`config.mk`:
```
export PLATFORM = sky130hd
export DESIGN_NAME = qei_core
export DESIGN_NICKNAME = d
export VERILOG_FILES = /design/src/rtl/qei_pkg.sv /design/src/rtl/qei_sync.sv /design/src/rtl/qei_decode.sv /design/src/rtl/qei_position.sv /design/src/rtl/qei_velocity.sv /design/src/rtl/qei_core.sv
export SDC_FILE = /design/constraint.sdc
export NUM_CORES = 1
export LEC_CHECK = 0
export ABC_AREA = 0
export BUFFER_PORTS_ARGS = -buffer_cell sky130_fd_sc_hd__buf_4
export CAP_MARGIN = 15
export CELL_PAD_IN_SITES_DETAIL_PLACEMENT = 0
export CELL_PAD_IN_SITES_GLOBAL_PLACEMENT = 2
export CORE_AREA = 2 2 156 158
export CTS_BUF_LIST = sky130_fd_sc_hd__clkbuf_4 sky130_fd_sc_hd__clkbuf_8 sky130_fd_sc_hd__clkbuf_16
export DETAILED_ROUTE_END_ITERATION = 7
export DIE_AREA = 0 0 158 160
export PLACE_DENSITY = 0.74
export RECOVER_POWER = 25
export SYNTH_ARGS = -nofsm -noshare
export SYNTH_HDL_FRONTEND = slang
export SYNTH_SLANG_ARGS = --single-unit
```
`constraint.sdc`:
```
create_clock -name clk -period 3.78 [get_ports clk]
set_input_delay 0 -clock clk [delete_from_list [all_inputs] [get_ports clk]]
set_output_delay 0 -clock clk [all_outputs]
set_load 0.1 [all_outputs]
```
`src/rtl/qei_pkg.sv`:
```
package qei_pkg;
  localparam logic [2:0] A_CTRL  = 3'd0;
  localparam logic [2:0] A_LIMIT = 3'd1;
  localparam logic [2:0] A_POS   = 3'd2;
  localparam logic [2:0] A_TLOAD = 3'd3;
  localparam logic [2:0] A_VCAP  = 3'd4;
  localparam logic [2:0] A_ISTAT = 3'd5;
  localparam logic [2:0] A_IMASK = 3'd6;
  localparam logic [2:0] A_DIR   = 3'd7;

  localparam int N_IRQ = 4;
  localparam int S_IDX = 0;
  localparam int S_TMR = 1;
  localparam int S_DIR = 2;
  localparam int S_ERR = 3;
endpackage

```
`src/rtl/qei_sync.sv`:
```
module qei_sync #(
  parameter int W      = 3,
  parameter int STAGES = 2
) (
  input  logic         clk,
  input  logic         rst_n,
  input  logic [W-1:0] d_i,
  output logic [W-1:0] q_o
);
  logic [W-1:0] st [STAGES];

  for (genvar s = 0; s < STAGES; s++) begin : g_st
    if (s == 0) begin : g_first
      always_ff @(posedge clk or negedge rst_n)
        if (!rst_n) st[s] <= '0;
        else        st[s] <= d_i;
    end else begin : g_next
      always_ff @(posedge clk or negedge rst_n)
        if (!rst_n) st[s] <= '0;
        else        st[s] <= st[s-1];
    end
  end

  assign q_o = st[STAGES-1];
endmodule

```
`src/rtl/qei_decode.sv`:
```
module qei_decode (
  input  logic clk,
  input  logic rst_n,
  input  logic en_i,
  input  logic a_i,
  input  logic b_i,
  input  logic idx_i,
  output logic step_o,
  output logic up_o,
  output logic err_o,
  output logic idx_rise_o
);
  logic a_q, b_q, idx_q;
  logic [1:0] chg;

  // Previous levels are tracked even while disabled, so re-enabling never
  // sees a stale difference.
  always_ff @(posedge clk or negedge rst_n)
    if (!rst_n) begin
      a_q <= 1'b0; b_q <= 1'b0; idx_q <= 1'b0;
    end else begin
      a_q <= a_i; b_q <= b_i; idx_q <= idx_i;
    end

  assign chg        = {a_i ^ a_q, b_i ^ b_q};
  assign step_o     = en_i & (^chg);
  assign err_o      = en_i & (&chg);
  assign up_o       = b_q ^ a_i;
  assign idx_rise_o = en_i & idx_i & ~idx_q;
endmodule

```
`src/rtl/qei_position.sv`:
```
module qei_position #(
  parameter int W = 16
) (
  input  logic         clk,
  input  logic         rst_n,
  input  logic         step_i,
  input  logic         up_i,
  input  logic         err_i,
  input  logic         idx_clr_i,
  input  logic         ld_i,
  input  logic [W-1:0] ld_val_i,
  input  logic [W-1:0] max_i,
  output logic [W-1:0] pos_o
);
  logic [W-1:0] pos_q, pos_d;

  always_comb begin
    pos_d = pos_q;
    if (ld_i)           pos_d = ld_val_i;
    else if (idx_clr_i) pos_d = '0;
    else if (step_i) begin
      if (up_i) pos_d = (pos_q >= max_i) ? '0 : pos_q + 1'b1;
      else      pos_d = (pos_q == '0) ? max_i : pos_q - 1'b1;
    end
  end

  always_ff @(posedge clk or negedge rst_n)
    if (!rst_n) pos_q <= '0;
    else        pos_q <= pos_d;

  assign pos_o = pos_q;

  a_r2_err_holds_pos: assert property (@(posedge clk) disable iff (!rst_n)
    (err_i && !ld_i && !idx_clr_i) |=> $stable(pos_q));

  a_r3_wrap_up: assert property (@(posedge clk) disable iff (!rst_n)
    (step_i && up_i && !ld_i && !idx_clr_i && pos_q == max_i) |=> (pos_q == '0));

  a_r3_wrap_down: assert property (@(posedge clk) disable iff (!rst_n)
    (step_i && !up_i && !ld_i && !idx_clr_i && pos_q == '0) |=> (pos_q == $past(max_i)));
endmodule

```
`src/rtl/qei_velocity.sv`:
```
module qei_velocity #(
  parameter int TW = 16,
  parameter int VW = 16
) (
  input  logic          clk,
  input  logic          rst_n,
  input  logic          en_i,
  input  logic          edge_i,
  input  logic [TW-1:0] load_i,
  output logic [VW-1:0] cap_o,
  output logic          expire_o
);
  logic [TW-1:0] tmr_q;
  logic [VW-1:0] cnt_q, cap_q, cnt_inc;

  assign cnt_inc  = (edge_i && cnt_q != '1) ? cnt_q + 1'b1 : cnt_q;
  assign expire_o = en_i && (tmr_q == '0);

  always_ff @(posedge clk or negedge rst_n)
    if (!rst_n) begin
      tmr_q <= '1;
      cnt_q <= '0;
      cap_q <= '0;
    end else if (!en_i) begin
      tmr_q <= load_i;
      cnt_q <= '0;
    end else if (tmr_q == '0) begin
      tmr_q <= load_i;
      cnt_q <= '0;
      cap_q <= cnt_inc;
    end else begin
      tmr_q <= tmr_q - 1'b1;
      cnt_q <= cnt_inc;
    end

  assign cap_o = cap_q;

  a_r6_reload: assert property (@(posedge clk) disable iff (!rst_n)
    expire_o |=> (tmr_q == $past(load_i) && cnt_q == '0));

  a_r10_hold: assert property (@(posedge clk) disable iff (!rst_n)
    !en_i |=> (cnt_q == '0));
endmodule

```
`src/rtl/qei_core.sv`:
```
module qei_core
  import qei_pkg::*;
#(
  parameter int POS_W       = 16,
  parameter int VEL_W       = 16,
  parameter int TMR_W       = 16,
  parameter int SYNC_STAGES = 2,
  parameter int DW          = 32
) (
  input  logic             clk,
  input  logic             rst_n,
  input  logic             ph_a,
  input  logic             ph_b,
  input  logic             ph_idx,
  input  logic             wr_en,
  input  logic [2:0]       wr_addr,
  input  logic [DW-1:0]    wr_data,
  input  logic [2:0]       rd_addr,
  output logic [DW-1:0]    rd_data,
  output logic [POS_W-1:0] position,
  output logic             dir,
  output logic [VEL_W-1:0] velocity,
  output logic             irq
);
  logic [1:0]       ctrl_q;
  logic [POS_W-1:0] limit_q;
  logic [TMR_W-1:0] tload_q;
  logic [N_IRQ-1:0] mask_q, stat_q, stat_set, stat_clr;
  logic             dir_q;

  logic [2:0] syn;
  logic step, up, perr, idx_rise, expire, pos_ld, stat_wr;

  qei_sync #(.W(3), .STAGES(SYNC_STAGES)) u_sync (
    .clk(clk), .rst_n(rst_n), .d_i({ph_a, ph_b, ph_idx}), .q_o(syn)
  );

  qei_decode u_dec (
    .clk(clk), .rst_n(rst_n), .en_i(ctrl_q[0]),
    .a_i(syn[2]), .b_i(syn[1]), .idx_i(syn[0]),
    .step_o(step), .up_o(up), .err_o(perr), .idx_rise_o(idx_rise)
  );

  assign pos_ld = wr_en && (wr_addr == A_POS);

  qei_position #(.W(POS_W)) u_pos (
    .clk(clk), .rst_n(rst_n), .step_i(step), .up_i(up), .err_i(perr),
    .idx_clr_i(idx_rise && ctrl_q[1]), .ld_i(pos_ld),
    .ld_val_i(wr_data[POS_W-1:0]), .max_i(limit_q), .pos_o(position)
  );

  qei_velocity #(.TW(TMR_W), .VW(VEL_W)) u_vel (
    .clk(clk), .rst_n(rst_n), .en_i(ctrl_q[0]), .edge_i(step),
    .load_i(tload_q), .cap_o(velocity), .expire_o(expire)
  );

  // Configuration registers
  always_ff @(posedge clk or negedge rst_n)
    if (!rst_n) begin
      ctrl_q  <= '0;
      limit_q <= '1;
      tload_q <= '1;
      mask_q  <= '0;
    end else if (wr_en) begin
      case (wr_addr)
        A_CTRL:  ctrl_q  <= wr_data[1:0];
        A_LIMIT: limit_q <= wr_data[POS_W-1:0];
        A_TLOAD: tload_q <= wr_data[TMR_W-1:0];
        A_IMASK: mask_q  <= wr_data[N_IRQ-1:0];
        default: ;
      endcase
    end

  // Direction tracking
  always_ff @(posedge clk or negedge rst_n)
    if (!rst_n)    dir_q <= 1'b1;
    else if (step) dir_q <= up;

  // Sticky status, write-one-to-clear, set has priority
  always_comb begin
    stat_set        = '0;
    stat_set[S_IDX] = idx_rise;
    stat_set[S_TMR] = expire;
    stat_set[S_DIR] = step && (up != dir_q);
    stat_set[S_ERR] = perr;
  end

  assign stat_wr  = wr_en && (wr_addr == A_ISTAT);
  assign stat_clr = stat_wr ? wr_data[N_IRQ-1:0] : '0;

  always_ff @(posedge clk or negedge rst_n)
    if (!rst_n) stat_q <= '0;
    else        stat_q <= (stat_q & ~stat_clr) | stat_set;

  assign irq = |(stat_q & mask_q);
  assign dir = dir_q;

  always_comb begin
    rd_data = '0;
    case (rd_addr)
      A_CTRL:  rd_data[1:0]       = ctrl_q;
      A_LIMIT: rd_data[POS_W-1:0] = limit_q;
      A_POS:   rd_data[POS_W-1:0] = position;
      A_TLOAD: rd_data[TMR_W-1:0] = tload_q;
      A_VCAP:  rd_data[VEL_W-1:0] = velocity;
      A_ISTAT: rd_data[N_IRQ-1:0] = stat_q;
      A_IMASK: rd_data[N_IRQ-1:0] = mask_q;
      default: rd_data[0]         = dir_q;
    endcase
  end

  a_r8_sticky: assert property (@(posedge clk) disable iff (!rst_n)
    !stat_wr |=> ((stat_q & $past(stat_q)) == $past(stat_q)));

  a_r4_dir_follows: assert property (@(posedge clk) disable iff (!rst_n)
    step |=> (dir_q == $past(up)));

  a_r2_err_keeps_dir: assert property (@(posedge clk) disable iff (!rst_n)
    perr |=> $stable(dir_q));

  a_r9_irq_masked: assert property (@(posedge clk) disable iff (!rst_n)
    (mask_q == '0) |-> !irq);
endmodule

```
==> impl_table.tex, run 1 <==
\begin{tabular}{lr}
\hline
Metric & Value \\
\hline
\multicolumn{2}{l}{\textbf{Synthesis}} \\
\quad Post-synth cell types & 65 \\
\quad Largest cells by area after synthesis & dfrtp\_1 24\%, dfstp\_2 19\%, nand2\_1 5.7\% \\
\quad Fraction of synthesized cell area taken by the top area cell type & 0.2418 \\
\quad Most instantiated flip-flop cell in the synthesis netlist & dfrtp\_1 \\
\quad Register area share after synthesis & 0.4275 \\
\quad Most area-hungry cell type in the Yosys netlist & dfrtp\_1 \\
\quad Post-synthesis instance area & 0.006933 mm² \\
\quad Post-synthesis cell count & about 770 \\
\quad Asr flop ratio synth & 1.000 \\
\quad Per-instance average area after synthesis & approximately 9.0 µm² \\
\quad Number of synthesis warnings & 0 \\
\quad Count of flip-flops with a built-in enable after synthesis & 0 \\
\quad Number of synthesized register bits & roughly 120 \\
\multicolumn{2}{l}{\textbf{Route}} \\
\quad Routed vias/inst & slightly below 5 \\
\quad Number of vias in the routed layout & approximately 5700 \\
\quad Sum of routed wire length over all layers & around 21 mm \\
\quad Average routed wire per standard cell & $\sim$18 µm \\
\quad Count of TritonRoute iterations in the first routing pass & 4 \\
\quad Number of DRC violations after detailed routing & 0 \\
\quad Number of violations reported at the end of detailed-routing iteration 0 & between 300 and 400 \\
\quad Remaining antenna violation count & 0 \\
\multicolumn{2}{l}{\textbf{STA}} \\
\quad Max Fclk & between 300 and 400 MHz \\
\quad Worst hold slack across all endpoints & around 0.023 ns \\
\quad Total negative slack for setup checks & 0 ns \\
\quad Actual slew at the worst max-slew pin & 1.546 ns \\
\quad Setup violations, final & 0 \\
\quad Final Hold Fails & 0 \\
\quad Time the worst path needs with I/O delays and setup & between 3 and 4 ns \\
\quad Max-slew violations & 60 \\
\quad Fin Clk Skew & 0.01228 ns \\
\quad Final worst-path cycle share & 0.8091 \\
\quad Relative slew slack & -0.03037 \\
\quad Unrepaired setup endpoints after global routing & false \\
\multicolumn{2}{l}{\textbf{Floorplanning}} \\
\quad I/O pin count & 110 \\
\quad Number of rows in the core area & 57 \\
\quad Area inside the core boundary & 0.02382 mm² \\
\quad Starting utilization of the core area & 0.2910 \\
\quad Height of the chip & 160 µm \\
\quad Overall die area & $\sim$0.025 mm² \\
\quad Overall die width & 158 µm \\
\multicolumn{2}{l}{\textbf{CTS}} \\
\quad Total number of clock tree sinks & 116 \\
\quad TritonCTS clock tree & yes \\
\quad Clock root buffer & clkbuf\_16 \\
\quad CTS buffer count & 17 \\
\quad CTS-repair resized insts & 0 \\
\quad Clock latency on the worst-skew pair & around 0.42 ns \\
\quad Maximum root-to-sink buffer count & 2 \\
\quad Number of H-tree levels & 4 \\
\quad Clock transition at the registers of the reported paths & $\sim$0.060 ns \\
\multicolumn{2}{l}{\textbf{Outcome}} \\
\quad Failing checks & capacitance limit, slew limit \\
\quad Outcome & finished with violations \\
\multicolumn{2}{l}{\textbf{Placed design}} \\
\quad Total placed cells including tap cells & $\sim$1100 \\
\quad Global placement routability congestion & just under 0.8 \\
\quad Area of placed instances & 0.007780 mm² \\
\quad Detailed placement HPWL & $\sim$15 mm \\
\quad Number of input and output port buffers inserted & between 70 and 80 \\
\multicolumn{2}{l}{\textbf{Layout}} \\
\quad Layout cell share with drive strength beyond 1 & 0.2396 \\
\quad Most frequent cells in the layout & 105 x nand2\_1, 84 x buf\_4, 75 x o21ai\_0 \\
\quad Syn-to-layout area delta & 23.52\% \\
\quad Final Instance Count excl. Fillers & 1192 \\
\quad Final design area excluding fillers & around 0.0086 mm² \\
\quad Number of antenna cells inserted & 0 \\
\quad Post-layout nets & 922 \\
\quad Final Core Density & 0.3595 \\
\quad Leading cell type in the layout, fill and taps excluded & nand2\_1 \\
\multicolumn{2}{l}{\textbf{Pwr}} \\
\quad Maximum ir drop on the vdd rail & approximately 0.36 mV \\
\quad Combinational fraction of design power & 0.413 \\
\quad Part of the total power dissipated in sequential elements & 0.334 \\
\quad Switch Pwr & between 2 and 3 mW \\
\quad Switching part of the total power & 0.4618 \\
\quad Standby leakage power & 3.613 nW \\
\quad Areal power density over the cells & between 700 and 800 mW/mm² \\
\quad Part of the total power dissipated in the clock network & 0.253 \\
\quad Cell Int Power & between 3 and 4 mW \\
\multicolumn{2}{l}{\textbf{Worst setup path}} \\
\quad Depth of the worst register-to-register path & 8 \\
\quad Worst r2r src & u\_pos.pos\_o[0] \\
\quad Type of element capturing the critical path & flip-flop \\
\quad Critical path launch point type & flip-flop \\
\quad Worst setup path class & reg2reg \\
\quad Worst Path Required & between 4 and 5 ns \\
\quad Top fanout value on the critical path & 13 \\
\quad Worst Path Arrival & 3.41 ns \\
\quad CP Launch Point & u\_pos.pos\_o[0] \\
\multicolumn{2}{l}{\textbf{Min path}} \\
\quad Hold\_sp & wr\_addr[0] \\
\quad Number of instances on the worst hold path & 3 \\
\quad Path type of the worst min-delay path & in2reg \\
\multicolumn{2}{l}{\textbf{Flow run}} \\
\quad MaxCap Viol Count & 1 \\
\multicolumn{2}{l}{\textbf{Global route}} \\
\quad Overall fraction of global-route tracks in use & 0.1742 \\
\quad Largest net degree at the start of global routing & 60 \\
\quad First-pass GRT wire length & between 30 and 40 mm \\
\quad Number of antenna violations at the first check in global routing & 0 \\
\quad Number of global-route vias before repair & $\sim$5800 \\
\quad Overflow after GRT & 0 \\
\hline
\end{tabular}
-- final timing paths --
path	endpoint	slack (ns)
hold / removal	ctrl_q[0]	0.02
setup reg to reg	u_pos.pos_o[15]	0.72
min in group asynchronous	u_vel.cnt_q[1]	0.51
setup / recovery	u_pos.pos_o[15]	0.72
hold reg to reg	u_sync.q_o[0]	0.34
max in group asynchronous	u_vel.tmr_q[12]	2.05
-- metal layers --
layer / GRT usage / vias up / wire length [µm] / part of all wire
met5: 0 / - / 0 / 0
met4: 0.04873 / 0 / 348 / 0.016
met3: 0.03419 / 18 / 630 / 0.030
met2: 0.2741 / 99 / 9995 / 0.47
met1: 0.2434 / 2770 / 10170 / 0.48
li1: - / 2839 / - / -
-- cell type report --
type,count,area [µm²]
clock buffers,19,452.9
clock inverters,13,126.4
fillers,2499,15260
inverters,27,101.3
multi-input cells,583,3641
flip-flops and latches,116,2964
well taps,324,405.4
repair buffers,110,872.1
-- power by group through the flow --
stage	Combinational [mW]	Sequential (mW)	Clock [mW]
after floorplan	1.54	2.45	0
after global placement	2.57	2.11	0
after detailed placement	2.57	2.11	0
after CTS	2.60	2.10	1.62
after global routing	2.81	2.15	1.68
final	2.58	2.09	1.58
-- repair_timing --
item                                   4_1_cts  5_1_grt
hold buffers                                21        0
endpoints found under the hold margin      100        0
buffers inserted                             0        0
-- worst max-delay path, cell delays in order, from the launching register on --
cell and delay, ns:
dfrtp_1 0.65, inv_1 0.16, ha_1 0.31, nand2b_1 0.13
a2111oi_0 0.43, o32ai_1 0.30, or3_1 0.52, or3_1 0.39
nand4_1 0.09
-- sequential cells by signal, indices dropped and copies added (netlist names), 4 cells and up --
signal,count
tload_q,16
u_vel.tmr_q,16
limit_q,16
u_pos.pos_o,16
u_vel.cnt_q,16
stat_q,4
u_vel.cap_o,16
mask_q,4
-- synth_stat cells (4+ instances only) --
master and number:
or3_1 6, a21oi_1 40, o221ai_1 4, mux2i_1 19, mux2_2 26, xnor2_1 25
ha_1 23, nand3_1 28, dfrtp_1 67, nor2_1 66, nand2_1 105, dfstp_2 49
clkbuf_1 36, inv_1 27, o211ai_1 13, xor2_1 22, nor3_1 19, nand4b_1 4
buf_2 7, o21ai_0 75, nor4_1 4, a22oi_1 7, buf_4 16, and3_1 9
nor3b_1 4, nand2b_1 5, nand4_1 9
-- cell families after synthesis --
kind of cell | share of synthesized area
multiplexers | 0.06966
AO/OA/AOI/OAI | 0.1498
buffers and inverters | 0.05829
XOR/XNOR | 0.06172
flip-flops | 0.4275
AND/OR/NAND/NOR | 0.1909
other | 0.0005409
adder cells (fa/ha/maj) | 0.04151
-- stage by stage --
step	worst slack [ns]	power [mW]
floorplan	0.1381	3.990
global placement	0.7410	4.686
detailed placement	0.8105	4.686
CTS	0.7542	6.318
global route	0.5486	6.645
finish	0.7216	6.251
Power figures use the tool's default switching activity.
==> run 2: changes to the inputs <==
--- a/config.mk
+++ b/config.mk
@@ -5,16 +5,16 @@
 export SDC_FILE = /design/constraint.sdc
 export NUM_CORES = 1
 export LEC_CHECK = 0
-export ABC_AREA = 0
+export ABC_AREA = 1
 export BUFFER_PORTS_ARGS = -buffer_cell sky130_fd_sc_hd__buf_4
 export CAP_MARGIN = 15
 export CELL_PAD_IN_SITES_DETAIL_PLACEMENT = 0
 export CELL_PAD_IN_SITES_GLOBAL_PLACEMENT = 2
-export CORE_AREA = 2 2 156 158
+export CORE_AREA = 2 2 162 164
 export CTS_BUF_LIST = sky130_fd_sc_hd__clkbuf_4 sky130_fd_sc_hd__clkbuf_8 sky130_fd_sc_hd__clkbuf_16
 export DETAILED_ROUTE_END_ITERATION = 7
-export DIE_AREA = 0 0 158 160
-export PLACE_DENSITY = 0.74
+export DIE_AREA = 0 0 164 166
+export PLACE_DENSITY = 0.81
 export RECOVER_POWER = 25
 export SYNTH_ARGS = -nofsm -noshare
 export SYNTH_HDL_FRONTEND = slang
==> constraint.sdc (replaced) <==
create_clock -name clk -period 2.77 [get_ports clk]
set_input_delay 0 -clock clk [delete_from_list [all_inputs] [get_ports clk]]
set_output_delay 0 -clock clk [all_outputs]
set_load 0.1 [all_outputs]
==> run 2 against run 1 <==
  * The run still ends with capacitance limit, slew limit left
  * Critical path depth up 1
  * Largest power group unchanged
  * Clock power rose by 56%
  * First-iteration DRC count increased by 31%
  * Largest cell class unchanged
  * Routed wire length is 16% higher
  * Final cell count grew 26%
  * Sequential share of layout area fell by 3.0 points
  * Register-to-register slack got worse by 0.16 ns
  * Sequential cell count is the same
  * Critical path type unchanged
  * Final area up 9.6%
==> impl_table.tex, run 2 <==
\begin{tabular}{lr}
\hline
Metric & Value \\
\hline
\multicolumn{2}{l}{\textbf{Outcome}} \\
\quad Outcome & finished with violations (unchanged) \\
\quad Failing checks & capacitance limit, slew limit (unchanged) \\
\multicolumn{2}{l}{\textbf{Worst setup path}} \\
\quad Worst setup path class & reg2reg (unchanged) \\
\quad Critical-path top delay cell & dfrtp\_1 (unchanged) \\
\quad Max stage delay on crit path & 0.56 ns (was 0.65 ns) \\
\quad Top fanout value on the critical path & 8 (was 13) \\
\quad Critical path launch point type & flip-flop (unchanged) \\
\quad Ordered cell list for the critical path & ha\_1 -> nand2\_1 -> nor2\_1 -> nand3\_1 -> o21ai\_0 -> nand3b\_1 -> nand2\_1 -> nand2\_1 -> a21oi\_1 (was inv\_1 -> ha\_1 -> nand2b\_1 -> a2111oi\_0 -> o32ai\_1 -> or3\_1 -> or3\_1 -> nand4\_1) \\
\quad Type of element capturing the critical path & flip-flop (unchanged) \\
\quad Category of cells accounting for the largest share of critical-path delay & simple AND/OR/NAND/NOR gates (unchanged) \\
\quad Buf/Inv on CP & 0 (was 1) \\
\quad Worst Path Required & 3.08 ns (was 4.13 ns) \\
\quad Worst Path Arrival & 2.51 ns (was 3.41 ns) \\
\quad Most repeated library cell on the critical path & nand2\_1 (was or3\_1) \\
\multicolumn{2}{l}{\textbf{CTS}} \\
\quad Clock latency on the worst-skew pair & 0.42 ns (about the same) \\
\quad Clock transition at the registers of the reported paths & 0.06 ns (about the same) \\
\quad CTS-repair resized insts & 0 (unchanged) \\
\quad Post-CTS setup repair buffer count & 0 (unchanged) \\
\quad Total number of clock tree sinks & 116 (unchanged) \\
\quad Number of H-tree levels & 4 (unchanged) \\
\quad Clock root buffer & clkbuf\_16 (unchanged) \\
\quad CTS buffer count & 17 (unchanged) \\
\quad Maximum root-to-sink buffer count & 2 (unchanged) \\
\quad TritonCTS clock tree & yes (unchanged) \\
\multicolumn{2}{l}{\textbf{Synthesis}} \\
\quad Fraction of synthesized cell area taken by the top area cell type & 0.2213 (was 0.2418) \\
\quad Top cells by count, synth & 260 x nand2\_1, 135 x inv\_1, 102 x nor2\_1, 101 x o21ai\_0, 71 x nand3\_1 (was 105 x nand2\_1, 75 x o21ai\_0, 67 x dfrtp\_1, 66 x nor2\_1, 49 x dfstp\_2) \\
\quad Post-synthesis instance area & 0.007575 mm² (was 0.006933 mm²) \\
\quad Top-count cell post-synth & nand2\_1 (unchanged) \\
\quad Post-synthesis cell count & 1048 (was 773) \\
\quad Register area share after synthesis & 0.3913 (was 0.4275) \\
\quad Count of flip-flops with a built-in enable after synthesis & 0 (unchanged) \\
\quad Most instantiated flip-flop cell in the synthesis netlist & dfrtp\_1 (unchanged) \\
\quad Post-synth cell types & 42 (was 65) \\
\quad Largest cells by area after synthesis & dfrtp\_1 22\%, dfstp\_2 17\%, nand2\_1 13\% (was dfrtp\_1 24\%, dfstp\_2 19\%, nand2\_1 5.7\%) \\
\quad Asr flop ratio synth & 1.000 (unchanged) \\
\quad Most area-hungry cell type in the Yosys netlist & dfrtp\_1 (unchanged) \\
\quad Number of synthesis warnings & 0 (unchanged) \\
\quad Number of synthesized register bits & 116 (unchanged) \\
\quad Per-instance average area after synthesis & 7.228 µm² (was 8.969 µm²) \\
\multicolumn{2}{l}{\textbf{Floorplanning}} \\
\quad Overall die width & 164 µm (was 158 µm) \\
\quad Area inside the core boundary & 0.02562 mm² (was 0.02382 mm²) \\
\quad Height of the chip & 166 µm (was 160 µm) \\
\quad Overall die area & 0.02722 mm² (was 0.02528 mm²) \\
\quad Starting utilization of the core area & 0.2957 (was 0.2910) \\
\quad Number of rows in the core area & 59 (was 57) \\
\quad I/O pin count & 110 (unchanged) \\
\multicolumn{2}{l}{\textbf{Route}} \\
\quad Number of DRC violations after detailed routing & 0 (unchanged) \\
\quad Routed vias/inst & 4.748 (was 4.804) \\
\quad Number of vias in the routed layout & 7127 (was 5726) \\
\quad Average routed wire per standard cell & 16.38 µm (was 17.74 µm) \\
\quad Number of violations reported at the end of detailed-routing iteration 0 & 421 (was 321) \\
\quad Remaining antenna violation count & 0 (unchanged) \\
\quad Count of TritonRoute iterations in the first routing pass & 5 (was 4) \\
\quad Sum of routed wire length over all layers & 24.58 mm (was 21.14 mm) \\
\multicolumn{2}{l}{\textbf{Pwr}} \\
\quad Areal power density over the cells & 1025 mW/mm² (was 730.0 mW/mm²) \\
\quad Standby leakage power & 4.508 nW (was 3.613 nW) \\
\quad Pwr Total & 9.614 mW (was 6.251 mW) \\
\quad Maximum ir drop on the vdd rail & 0.4637 mV (was 0.3573 mV) \\
\multicolumn{2}{l}{\textbf{STA}} \\
\quad Max-slew violations & 59 (was 60) \\
\quad Final WS setup & 0.5650 ns (was 0.7216 ns) \\
\quad Time the worst path needs with I/O delays and setup & 2.205 ns (was 3.058 ns) \\
\quad Unrepaired setup endpoints after global routing & false (unchanged) \\
\quad Actual slew at the worst max-slew pin & 1.532 ns (was 1.546 ns) \\
\quad Fin Clk Skew & 0.009895 ns (was 0.01228 ns) \\
\quad Setup violations, final & 0 (unchanged) \\
\quad Relative slew slack & -0.02147 (was -0.03037) \\
\quad Final worst-path cycle share & 0.7960 (was 0.8091) \\
\quad Max Fclk & 453.5 MHz (was 327.0 MHz) \\
\quad Worst hold slack across all endpoints & 0.04704 ns (was 0.02252 ns) \\
\quad Final Hold Fails & 0 (unchanged) \\
\multicolumn{2}{l}{\textbf{Layout}} \\
\quad Most frequent cells in the layout & 260 x nand2\_1, 135 x inv\_1, 103 x nor2\_1 (was 105 x nand2\_1, 84 x buf\_4, 75 x o21ai\_0) \\
\quad Final design area excluding fillers & 0.009383 mm² (was 0.008563 mm²) \\
\quad Layout cell share with drive strength beyond 1 & 0.1870 (was 0.2396) \\
\quad Number of antenna cells inserted & 0 (unchanged) \\
\quad Leading cell type in the layout, fill and taps excluded & nand2\_1 (unchanged) \\
\quad Syn-to-layout area delta & 23.87\% (was 23.52\%) \\
\quad Post-layout nets & 1220 (was 922) \\
\multicolumn{2}{l}{\textbf{Placed design}} \\
\quad Number of input and output port buffers inserted & 77 (unchanged) \\
\quad Post-placement worst setup slack & 0.6039 ns (was 0.8105 ns) \\
\quad Global placement routability congestion & 0.8596 (was 0.7930) \\
\quad Area of placed instances & 0.008507 mm² (was 0.007780 mm²) \\
\quad Detailed placement HPWL & 18.67 mm (was 15.37 mm) \\
\multicolumn{2}{l}{\textbf{Global route}} \\
\quad Overflow after GRT & 0 (unchanged) \\
\quad Number of global-route vias before repair & 7037 (was 5826) \\
\quad Largest net degree at the start of global routing & 59 (was 60) \\
\quad Overall fraction of global-route tracks in use & 0.1885 (was 0.1742) \\
\quad Global-route layer with the greatest usage & met2 (unchanged) \\
\quad Met2 Use GR & 0.3071 (was 0.2741) \\
\quad Routing usage on met1 & 0.2629 (was 0.2434) \\
\quad GRT met3 Usage & 0.02398 (was 0.03419) \\
\quad Number of antenna violations at the first check in global routing & 0 (unchanged) \\
\quad First-pass GRT wire length & 39.52 mm (was 33.62 mm) \\
\multicolumn{2}{l}{\textbf{Min path}} \\
\quad Path type of the worst min-delay path & in2reg (unchanged) \\
\multicolumn{2}{l}{\textbf{Flow run}} \\
\quad MaxCap Viol Count & 1 (unchanged) \\
\hline
\end{tabular}
## run 2: report_power, final
part	total, mW	internal (mW)	switching, mW
clock	2.47	1.64	0.827
combinational	4.52	1.23	3.29
sequential	2.62	2.19	0.433
## run 2: routing by layer
layer / up-vias / wire length (µm)
met3: 22 / 829
li1: 3577 / -
met4: 0 / 329
met2: 138 / 11560
met1: 3390 / 11860
met5: - / 0
## run 2: cell families (layout without fill, tap and decap cells)
logic type      count (synthesis)  count (layout)  share of synthesized area
flops                         116             116                     0.3913
xor+xnor                       30              30                    0.03469
compound gates                196             196                     0.1497
buf+inv                       193             296                     0.1092
fa+ha+maj                      23              23                    0.03799
other cells                     1              16                  0.0004951
simple gates                  489             489                     0.2767
## run 2: what timing repair did
action	4_1_cts	5_1_grt
hold buffers	23	0
hold endpoints to repair	66	0
setup endpoints to repair	0	0
## run 2: path summary, 6_finish.rpt
kind / start / end / slack [ns] / depth (start not counted)
max: u_pos.pos_o[1] / u_pos.pos_o[12] / 0.57 / 9
min: wr_en / ctrl_q[0] / 0.05 / 5
max reg2reg: u_pos.pos_o[1] / u_pos.pos_o[12] / 0.57 / 9
min reg2reg: u_sync.st[3] / u_sync.q_o[0] / 0.35 / 0
max in group asynchronous: rst_n / u_vel.cap_o[9] / 1.04 / 3
min in group asynchronous: rst_n / u_vel.cnt_q[11] / 0.48 / 2
## run 2: through the flow
stage | setup TNS, ns | utilization | std cells
2_1_floorplan | -0.9665 | - | 1063
3_3_place_gp | 0 | 0.3321 | 1446
3_5_place_dp | 0 | 0.3321 | 1446
4_1_cts | 0 | 0.3668 | 1501
5_1_grt | 0 | 0.3663 | 1501
6_report | 0 | 0.3663 | 1501
## run 2: worst register-to-register path, delay by kind of cell, from the launching register on
| kind | cells | cell delay [ns] |
|---|---|---|
| and+or+nand+nor | 6 | 0.89 |
| AOI/OAI and AO/OA | 2 | 0.34 |
| DFF | 1 | 0.56 |
| adders and majority gates | 1 | 0.30 |
## run 2: area by class of cell
cell class / count / area [µm²]
Inverter: 140 / 525.5
Timing Repair Buffer: 124 / 978.4
Clock inverter: 13 / 205.2
Fill cell: 2717 / 16230
Clock buffer: 19 / 452.9
Tap cell: 335 / 419.2
Multi-Input combinational cell: 754 / 3837
Sequential cell: 116 / 2964
